**config.mk**
```make
export PLATFORM = sky130hd
export DESIGN_NAME = spi_follow_bridge
export DESIGN_NICKNAME = d
export VERILOG_FILES = /design/src/rtl/spi_follow_pkg.sv /design/src/rtl/spi_follow_dp.sv /design/src/rtl/spi_follow_ctrl.sv /design/src/rtl/spi_follow_bridge.sv
export SDC_FILE = /design/constraint.sdc
export NUM_CORES = 1
export LEC_CHECK = 0
export BUFFER_PORTS_ARGS = -buffer_cell sky130_fd_sc_hd__buf_4
export CORE_UTILIZATION = 24
export DETAILED_ROUTE_END_ITERATION = 8
export PLACE_DENSITY = 0.45
export SETUP_SLACK_MARGIN = 0.1
export SLEW_MARGIN = 20
export SYNTH_ARGS = -nofsm -noshare
export SYNTH_HDL_FRONTEND = slang
export SYNTH_SLANG_ARGS = --single-unit
export TNS_END_PERCENT = 30
```
**constraint.sdc**
```tcl
create_clock -name clk -period 8.2 [get_ports clk]
set_input_delay 2.46 -clock clk [delete_from_list [all_inputs] [get_ports clk]]
set_output_delay 2.46 -clock clk [all_outputs]
set_load 0.005 [all_outputs]
```
**src/rtl/spi_follow_pkg.sv**
```systemverilog
package spi_follow_pkg;

  typedef enum logic [2:0] {
    ST_IDLE,
    ST_CSLOW,
    ST_SHIFT,
    ST_GUARD,
    ST_DONE
  } ctrlState_e;

  typedef struct packed {
    logic arWe;
    logic csDrop;
    logic csRaise;
    logic shiftStart;
    logic txZero;
  } ctrlStrobe_t;

  localparam logic [2:0] DATA_PORT  = 3'd4;
  localparam logic [3:0] FOLLOW_NIB = 4'hF;
  localparam logic [7:0] SEL_CS_UP  = 8'hFE;
  localparam logic [7:0] SEL_XFER   = 8'hFD;

endpackage

```
**src/rtl/spi_follow_dp.sv**
```systemverilog
module spi_follow_dp
  import spi_follow_pkg::*;
#(
  parameter int CLK_MHZ   = 125,
  parameter int GUARD_US  = 15,
  parameter int SCLK_HALF = 2
) (
  input  logic        clk,
  input  logic        rstN,
  input  ctrlStrobe_t stb,
  input  logic [1:0]  regIdx,
  input  logic [7:0]  busWdata,
  input  logic        miso,
  output logic [7:0]  arRdata,
  output logic        followMode,
  output logic [7:0]  selVal,
  output logic        csN,
  output logic        sclk,
  output logic        mosi,
  output logic        busy,
  output logic        guardMet,
  output logic [7:0]  rxByte
);

  localparam int GUARD_CYC = CLK_MHZ * GUARD_US;
  localparam int GCW = $clog2(GUARD_CYC + 1);
  localparam int DCW = (SCLK_HALF > 1) ? $clog2(SCLK_HALF) : 1;

  logic [7:0] arReg [4];

  for (genvar gi = 0; gi < 4; gi++) begin : g_ar
    logic [7:0] q;
    always_ff @(posedge clk or negedge rstN) begin
      if (!rstN) q <= '0;
      else if (stb.arWe && regIdx == 2'(gi)) q <= busWdata;
    end
    assign arReg[gi] = q;
  end

  assign arRdata    = arReg[regIdx];
  assign followMode = (arReg[3][3:0] == FOLLOW_NIB);
  assign selVal     = arReg[1];

  always_ff @(posedge clk or negedge rstN) begin
    if (!rstN) csN <= 1'b1;
    else if (stb.csDrop) csN <= 1'b0;
    else if (stb.csRaise) csN <= 1'b1;
  end

  logic [7:0]     shReg;
  logic [7:0]     rxReg;
  logic [2:0]     bitCnt;
  logic [DCW-1:0] divCnt;
  logic           halfTick;

  assign halfTick = (divCnt == DCW'(SCLK_HALF - 1));

  always_ff @(posedge clk or negedge rstN) begin
    if (!rstN) begin
      busy   <= 1'b0;
      sclk   <= 1'b0;
      shReg  <= '0;
      rxReg  <= '0;
      bitCnt <= '0;
      divCnt <= '0;
    end else if (stb.shiftStart) begin
      busy   <= 1'b1;
      sclk   <= 1'b0;
      shReg  <= stb.txZero ? 8'h00 : busWdata;
      bitCnt <= '0;
      divCnt <= '0;
    end else if (busy) begin
      if (!halfTick) begin
        divCnt <= divCnt + 1'b1;
      end else begin
        divCnt <= '0;
        if (!sclk) begin
          sclk  <= 1'b1;
          rxReg <= {rxReg[6:0], miso};
        end else begin
          sclk <= 1'b0;
          if (bitCnt == 3'd7) busy <= 1'b0;
          else begin
            bitCnt <= bitCnt + 1'b1;
            shReg  <= {shReg[6:0], 1'b0};
          end
        end
      end
    end
  end

  assign mosi   = busy ? shReg[7] : 1'b0;
  assign rxByte = rxReg;

  logic [GCW-1:0] guardCnt;
  assign guardMet = (guardCnt == GCW'(GUARD_CYC));

  always_ff @(posedge clk or negedge rstN) begin
    if (!rstN) guardCnt <= GCW'(GUARD_CYC);
    else if (busy || stb.shiftStart) guardCnt <= '0;
    else if (!guardMet) guardCnt <= guardCnt + 1'b1;
  end

endmodule

```
**src/rtl/spi_follow_ctrl.sv**
```systemverilog
module spi_follow_ctrl
  import spi_follow_pkg::*;
(
  input  logic        clk,
  input  logic        rstN,
  input  logic        busSel,
  input  logic        busWr,
  input  logic [2:0]  busAddr,
  input  logic        followMode,
  input  logic [7:0]  selVal,
  input  logic        csN,
  input  logic        busy,
  input  logic        guardMet,
  input  logic [7:0]  arRdata,
  input  logic [7:0]  rxByte,
  output ctrlStrobe_t stb,
  output logic        busReady,
  output logic [7:0]  busRdata
);

  ctrlState_e state, stateNxt;

  always_ff @(posedge clk or negedge rstN) begin
    if (!rstN) state <= ST_IDLE;
    else state <= stateNxt;
  end

  always_comb begin
    stb      = '0;
    stateNxt = state;
    busReady = 1'b0;
    busRdata = 8'h00;
    unique case (state)
      ST_IDLE: begin
        if (busSel) begin
          if (!busAddr[2]) begin
            busReady = 1'b1;
            busRdata = arRdata;
            stb.arWe = busWr;
          end else if (busAddr != DATA_PORT) begin
            busReady = 1'b1;
          end else if (busWr) begin
            if (followMode && selVal == SEL_CS_UP) begin
              if (csN) busReady = 1'b1;
              else stateNxt = ST_GUARD;
            end else if (followMode && selVal == SEL_XFER) begin
              if (csN) begin
                stb.csDrop = 1'b1;
                stateNxt   = ST_CSLOW;
              end else begin
                stb.shiftStart = 1'b1;
                stateNxt       = ST_SHIFT;
              end
            end else begin
              busReady = 1'b1;
            end
          end else begin
            if (followMode && !csN) begin
              stb.shiftStart = 1'b1;
              stb.txZero     = 1'b1;
              stateNxt       = ST_SHIFT;
            end else begin
              busReady = 1'b1;
            end
          end
        end
      end
      ST_CSLOW: begin
        stb.shiftStart = 1'b1;
        stateNxt       = ST_SHIFT;
      end
      ST_SHIFT: begin
        if (!busy) stateNxt = ST_DONE;
      end
      ST_GUARD: begin
        if (guardMet) begin
          stb.csRaise = 1'b1;
          stateNxt    = ST_DONE;
        end
      end
      ST_DONE: begin
        busReady = 1'b1;
        busRdata = busWr ? 8'h00 : rxByte;
        stateNxt = ST_IDLE;
      end
      default: stateNxt = ST_IDLE;
    endcase
  end

endmodule

```
**src/rtl/spi_follow_bridge.sv**
```systemverilog
module spi_follow_bridge
  import spi_follow_pkg::*;
#(
  parameter int CLK_MHZ   = 125,
  parameter int GUARD_US  = 15,
  parameter int SCLK_HALF = 2
) (
  input  logic       clk,
  input  logic       rstN,
  input  logic       busSel,
  input  logic       busWr,
  input  logic [2:0] busAddr,
  input  logic [7:0] busWdata,
  output logic [7:0] busRdata,
  output logic       busReady,
  output logic       spiCsN,
  output logic       spiSclk,
  output logic       spiMosi,
  input  logic       spiMiso
);

  ctrlStrobe_t stb;
  logic [7:0]  arRdata;
  logic        followMode;
  logic [7:0]  selVal;
  logic        busy;
  logic        guardMet;
  logic [7:0]  rxByte;

  spi_follow_ctrl uCtrl (
    .clk        (clk),
    .rstN       (rstN),
    .busSel     (busSel),
    .busWr      (busWr),
    .busAddr    (busAddr),
    .followMode (followMode),
    .selVal     (selVal),
    .csN        (spiCsN),
    .busy       (busy),
    .guardMet   (guardMet),
    .arRdata    (arRdata),
    .rxByte     (rxByte),
    .stb        (stb),
    .busReady   (busReady),
    .busRdata   (busRdata)
  );

  spi_follow_dp #(
    .CLK_MHZ   (CLK_MHZ),
    .GUARD_US  (GUARD_US),
    .SCLK_HALF (SCLK_HALF)
  ) uDp (
    .clk        (clk),
    .rstN       (rstN),
    .stb        (stb),
    .regIdx     (busAddr[1:0]),
    .busWdata   (busWdata),
    .miso       (spiMiso),
    .arRdata    (arRdata),
    .followMode (followMode),
    .selVal     (selVal),
    .csN        (spiCsN),
    .sclk       (spiSclk),
    .mosi       (spiMosi),
    .busy       (busy),
    .guardMet   (guardMet),
    .rxByte     (rxByte)
  );

endmodule

```
==> results of run 1 <==
[cell families after synthesis]
group           synth area share [%]
simple gates                   13.58
flops                          50.55
mux                            21.85
compound gates                 7.502
buf+inv                        2.367
xor+xnor                       3.059
fa+ha+maj                      1.093
[metal layers]
metal  share of wire, %  track usage (%)  vias up
li1                   -                -     1034
met1                 50            15.76     1122
met2                 45            15.45       33
met3                3.8            2.762        6
met4                1.1            3.935        0
met5                  0                0        -
[area by class of cell]
class                      count  area [sq um]  area share, %
clock buffer                   9         225.2          5.505
timing repair buffer          27         202.7          4.954
sequential                    69          1737          42.45
tap                          180         225.2          5.505
inverter                       5         18.77         0.4587
clock inverter                 7         65.06          1.590
multi-input combinational    177          1618          39.54
[how the worst max path moves through the flow]
stage                     from           to  slack (ns)  depth (start not counted)
floorplan           busAddr[0]  busRdata[6]        2.18                          3
global placement        busSel  busRdata[6]        1.89                          5
detailed placement      busSel  busRdata[6]        1.86                          5
CTS                     busSel  busRdata[6]        1.86                          5
global route            busSel  busRdata[2]        1.73                          5
finish                  busSel  busRdata[6]        1.88                          5
[per-stage QoR]
| stage | util, % | instance area [sq um] |
|---|---|---|
| floorplan | - | 3436 |
| global placement | 27.28 | 3801 |
| detailed placement | 27.28 | 3801 |
| CTS | 29.36 | 4091 |
| global route | 29.36 | 4091 |
| finish | 29.36 | 4091 |
[state kept, by name (all words and copies together) (netlist names)]
signal / count
uDp.divCnt: 1
uDp.bitCnt: 3
uDp.shReg: 8
uDp.guardCnt: 11
uDp.csN: 1
uCtrl.state: 3
uDp.busy: 1
uDp.sclk: 1
uDp.g_ar.q: 24
uDp.selVal: 8
uDp.rxByte: 8
[worst reg2reg max path, delay by kind of cell (launching register included)]
kind	cells	cell delay (ns)
and+or+nand+nor	4	1.69
muxes	1	0.37
DFF	1	0.47
[synth_stat cells, types with 3 or more instances]
cell type | instances | area (sq um)
sky130_fd_sc_hd__nand2_1 | 11 | 41.29
sky130_fd_sc_hd__nor2_1 | 22 | 82.58
sky130_fd_sc_hd__mux2_2 | 32 | 360.4
sky130_fd_sc_hd__dfrtp_1 | 61 | 1526
sky130_fd_sc_hd__mux4_2 | 8 | 180.2
sky130_fd_sc_hd__xnor2_1 | 3 | 26.28
sky130_fd_sc_hd__nand4_1 | 4 | 25.02
sky130_fd_sc_hd__dfstp_2 | 8 | 210.2
sky130_fd_sc_hd__inv_1 | 5 | 18.77
sky130_fd_sc_hd__ha_1 | 3 | 37.54
sky130_fd_sc_hd__buf_2 | 5 | 25.02
sky130_fd_sc_hd__xor2_1 | 9 | 78.83
sky130_fd_sc_hd__nor3_1 | 4 | 20.02
sky130_fd_sc_hd__mux2i_1 | 9 | 90.09
sky130_fd_sc_hd__a22o_1 | 8 | 70.07
sky130_fd_sc_hd__nand3_1 | 7 | 35.03
sky130_fd_sc_hd__mux2_4 | 8 | 120.1
sky130_fd_sc_hd__o2bb2ai_1 | 8 | 70.07
[power breakdown]
part           internal [mW]  switching, mW
clock network          0.212          0.160
logic                 0.0114         0.0166
registers              0.344        0.00287
==> results.py, run 1 <==
metrics = {
    "setup_path": {
        "crit_path_leading_delay_family": "simple AND/OR/NAND/NOR gates",
        "worst-path-max-fanout": 11,
        "worst-path-buf-inv": 2,
        "timing_worst_setup_path_type": "primary input to primary output",
        "r2r_start": "uCtrl.state[2]",
        "worst_setup_path_start_kind": "primary input",
        "critical-path-slowest-cell": "sky130_fd_sc_hd__nor3b_2",
        "crit_path_max_incr_delay_ns": 0.76,
        "reg2regPathDepth": 5,
        "timing.reg2reg.setup_slack_ns": 5.57,
        "reg2reg_to": "uDp.selVal[0]",
        "crit_arrival_ns": 3.86,
        "cp_cell_sequence": "buf_4 > nor3b_2 > nor3b_2 > a22o_1 > buf_4",
        "cp-end-kind": "primary output",
        "required_ns": 5.74,
    },
    "synth": {
        "yosys_register_bits": 69,
        "synthesis.nets": 281,
        "synth_async_sr_flop_share_pct": 100.0,
        "yosys_warns": 0,
        "synth.distinct_cells": 52,
        "netlist_area_sq_um": 3436,
        "yosysSeqAreaShare_pct": 50.55,
        "synth.avg_cell_area_sq_um": 13.11,
        "synth_enable_flop_cells": 0,
        "syn_inst": 262,
        "ys.flop_type": "sky130_fd_sc_hd__dfrtp_1",
    },
    "clock_tree": {
        "post-cts-setup-buffer-count": 0,
        "cts-resized-gates": 0,
        "latest_clock_arrival_within_the_worst_skew_pair_ns": 0.33,
        "tritoncts_clock_tree": "done",
        "cts.sink_count": 69,
        "post_cts_hold_buffer_count": 0,
        "h-tree-depth": 3,
        "cts_inserted_buffers": 9,
        "clock_tree.buffer_depth": 2,
        "cts_root_buffer": "sky130_fd_sc_hd__clkbuf_16",
        "clk_pin_slew_worst_paths_ns": 0.06,
    },
    "global_routing": {
        "number_of_antenna_violations_at_the_first_check_in_global_routing": 0,
        "grt_pass1_vias": 2135,
        "track_usage_pct": 10.87,
        "grt_start_max_net_pins": 70,
        "grt_pass1_wl_microns": 12210,
        "overflow": 0,
    },
    "layout": {
        "layout-drive-gt1-share_pct": 37.76,
        "layout_common_cells": "sky130_fd_sc_hd__dfrtp_1 (61), sky130_fd_sc_hd__mux2_2 (32), sky130_fd_sc_hd__buf_4 (27)",
        "diodes": 0,
        "layout.cells.most_common": "sky130_fd_sc_hd__dfrtp_1",
        "area.growth.synth_to_final_pct": 19.08,
        "num-nets-final": 308,
        "layoutNonFillerInstCount": 474,
        "num-fill-cells": 1399,
    },
    "die": {
        "floorplan.initialDensity_pct": 24.66,
        "total_number_of_placement_rows": 43,
        "dieWidth_microns": 121.7,
        "die_area_sq_um": 14800,
        "pin_count": 28,
        "core_region_area_sq_um": 13930,
        "die_height_microns": 121.7,
    },
    "timing": {
        "slew_headroom_pct": 40.48,
        "max_slew.worst_pin.slew_ns": 0.8928,
        "holdWs_ns": 0.4911,
        "timing.setup.tns_ns": 0,
        "final.min_clock_period_ns": 6.318,
        "grt_setup_unrepaired": "no",
        "hold_viol": 0,
        "final.period_utilization_pct": 77.05,
        "achievable-frequency_ghz": 0.1583,
        "worst_clock_skew_ns": 0.008567,
        "final_critical_path_setup_slack_ns": 1.882,
        "timing.final.setup_violations": 0,
        "final_max_slew_viol_count": 0,
    },
    "place": {
        "numPortBuffers": 27,
        "dp.cells": 458,
        "place_congestion": 0.7085,
        "hpwl_microns": 5150,
        "detailedPlace.worstSlack_ns": 1.860,
    },
    "flow_run": {
        "max-cap-violations": 0,
    },
    "power_and_ir_drop": {
        "power.total_uw": 746.8,
        "vdd_ir_drop_max_uv": 77.14,
        "cellPowerDensity_nw_per_um2": 182.5,
        "leakagePower_nw": 1.870,
    },
    "route": {
        "detailroute.via_count": 2195,
        "wl_per_cell_microns": 15.58,
        "drt_iter0_drc": 117,
        "wirelength_routed_microns": 7383,
        "vias_per_cell": 4.631,
        "drt_drc_violations_left": 0,
        "detailedRoute.firstPassIterationCount": 4,
        "drtAntennaViolNets": 0,
    },
    "run_status": {
        "outcome": "finished, final reports clean",
    },
    "hold_path": {
        "timing.hold.worst.class": "flop to flop",
        "worst_hold_path_startpoint": "uDp.guardCnt[1]",
        "worst_hold_path.num_cells": 2,
        "holdPathEnd": "uDp.guardCnt[1]",
    },
}
No activity file was read; power rests on OpenSTA's default activity.
==> run 2, diff against run 1 <==
- clock period: 8.2 -> 6.1 ns (I/O delays scaled with it)
==> results.py, run 2 (synthesis gave the netlist of run 1 again) <==
metrics = {
    "run_status": {
        "outcome": "finished, final reports clean",
    },
    "setup_path": {
        "worst_setup_path_start_kind": "primary input",
        "worst-path-max-fanout": 11,
        "cp_cell_sequence": "buf_4 > nor3b_2 > nor3b_2 > a22o_1 > buf_4",
        "timing_worst_setup_path_type": "primary input to primary output",
        "required_ns": 4.27,
        "critical-path-slowest-cell": "sky130_fd_sc_hd__nor3b_2",
        "crit_path_max_incr_delay_ns": 0.76,
        "cp-end-kind": "primary output",
        "crit_arrival_ns": 3.23,
    },
    "route": {
        "wirelength_routed_microns": 7384,
        "detailedRoute.firstPassIterationCount": 4,
        "drtAntennaViolNets": 0,
        "drt_drc_violations_left": 0,
        "wl_per_cell_microns": 15.58,
        "vias_per_cell": 4.629,
        "drt_iter0_drc": 109,
        "detailroute.via_count": 2194,
    },
    "layout": {
        "largest_register_ffs": 24,
        "num-nets-final": 308,
        "regMostFlops": "uDp.g_ar.q",
        "num-fill-cells": 1421,
        "reg.largest.list": "uDp.g_ar.q (24), uDp.guardCnt (11)",
        "layout_common_cells": "sky130_fd_sc_hd__dfrtp_1 (61), sky130_fd_sc_hd__mux2_2 (32), sky130_fd_sc_hd__buf_4 (27)",
        "diodes": 0,
        "layout-drive-gt1-share_pct": 37.76,
        "final_core_utilization_pct": 29.36,
        "layout.cells.most_common": "sky130_fd_sc_hd__dfrtp_1",
        "area.growth.synth_to_final_pct": 19.08,
    },
    "clock_tree": {
        "latest_clock_arrival_within_the_worst_skew_pair_ns": 0.33,
        "clock_tree.buffer_depth": 2,
        "clk_pin_slew_worst_paths_ns": 0.06,
        "post_cts_hold_buffer_count": 0,
        "cts_inserted_buffers": 9,
        "h-tree-depth": 3,
        "cts_root_buffer": "sky130_fd_sc_hd__clkbuf_16",
        "tritoncts_clock_tree": "done",
        "cts-resized-gates": 0,
        "post-cts-setup-buffer-count": 0,
        "cts.sink_count": 69,
    },
    "die": {
        "die_height_microns": 121.7,
        "total_number_of_placement_rows": 43,
        "core_region_area_sq_um": 13930,
        "die_area_sq_um": 14800,
        "pin_count": 28,
        "dieWidth_microns": 121.7,
        "floorplan.initialDensity_pct": 24.66,
    },
    "power_and_ir_drop": {
        "power.total_mw": 1.004,
        "vdd_ir_drop_max_uv": 103.4,
        "cellPowerDensity_nw_per_um2": 245.3,
        "leakagePower_nw": 1.870,
    },
    "place": {
        "hpwl_microns": 5139,
        "place_congestion": 0.7085,
        "numPortBuffers": 27,
    },
    "global_routing": {
        "grt_pass1_wl_microns": 12050,
        "number_of_antenna_violations_at_the_first_check_in_global_routing": 0,
        "track_usage_pct": 10.78,
        "grt_start_max_net_pins": 70,
        "grt_pass1_vias": 2140,
        "overflow": 0,
    },
    "timing": {
        "final.period_utilization_pct": 82.99,
        "achievable-frequency_ghz": 0.1975,
        "slew_headroom_pct": 40.20,
        "max_slew.worst_pin.slew_ns": 0.8931,
        "timing.setup.tns_ns": 0,
        "final.min_clock_period_ns": 5.062,
        "final_max_slew_viol_count": 0,
        "timing.final.setup_violations": 0,
        "grt_setup_unrepaired": "no",
        "worst_clock_skew_ns": 0.009057,
        "hold_viol": 0,
    },
    "hold_path": {
        "timing.hold.worst.class": "flop to flop",
    },
    "flow_run": {
        "max-cap-violations": 0,
    },
}
run 2: changes by cell type in the layout (fill, tap and decap cells not counted), sizes merged:
cell    delta
inv        +1
clkinv     -1
run 2: layout make-up:
class / count / area [sq um] / area share (%)
Sequential cell: 69 / 1737 / 42.45
Multi-Input combinational cell: 177 / 1618 / 39.54
Clock buffer: 9 / 225.2 / 5.505
Tap cell: 180 / 225.2 / 5.505
Timing Repair Buffer: 27 / 202.7 / 4.954
Clock inverter: 7 / 65.06 / 1.590
Inverter: 5 / 18.77 / 0.4587
run 2: critical path: cells and delay by family:
kind,cells,cell delay [ns]
AO/OA/AOI/OAI,1,0.26
buffers and inverters,2,0.19
AND/OR/NAND/NOR,2,0.95
run 2: path summary, 6_finish.rpt:
kind | start | to | slack, ns | depth (start not counted)
max in group asynchronous | rstN | uDp.rxByte[0] | 3.89 | 1
worst max-delay path | busSel | busRdata[0] | 1.04 | 5
worst max register to register | uCtrl.state[2] | uDp.g_ar[3].q[0] | 3.46 | 5
worst min-delay path | uDp.guardCnt[1] | uDp.guardCnt[1] | 0.49 | 2
min in group asynchronous | rstN | uDp.guardCnt[3] | 1.61 | 1
worst min register to register | uDp.guardCnt[1] | uDp.guardCnt[1] | 0.49 | 2
run 2: power breakdown:
part / switching, mW / internal, mW
combinational: 0.0224 / 0.0154
sequential: 0.00381 / 0.463
clock: 0.214 / 0.286
total: 0.240 / 0.764
run 2: per-stage QoR:
step	instances	instance area, sq um	hold slack (ns)	setup WS (ns)
after floorplan	262	3436	0.4590	1.340
after global placement	458	3801	0.4819	1.048
after detailed placement	458	3801	0.4856	1.023
after CTS	474	4091	0.4944	1.021
after global routing	474	4091	0.5141	0.8956
final	474	4091	0.4909	1.038
run 2: layer usage:
metal  global-route usage [%]  vias up  routed length [microns]
li1                         -     1031                        -
met4                    4.167        0                       96
met3                    2.622        7                      292
met1                    15.23     1114                     3656
met2                    15.73       42                     3338
met5                        0        -                        0
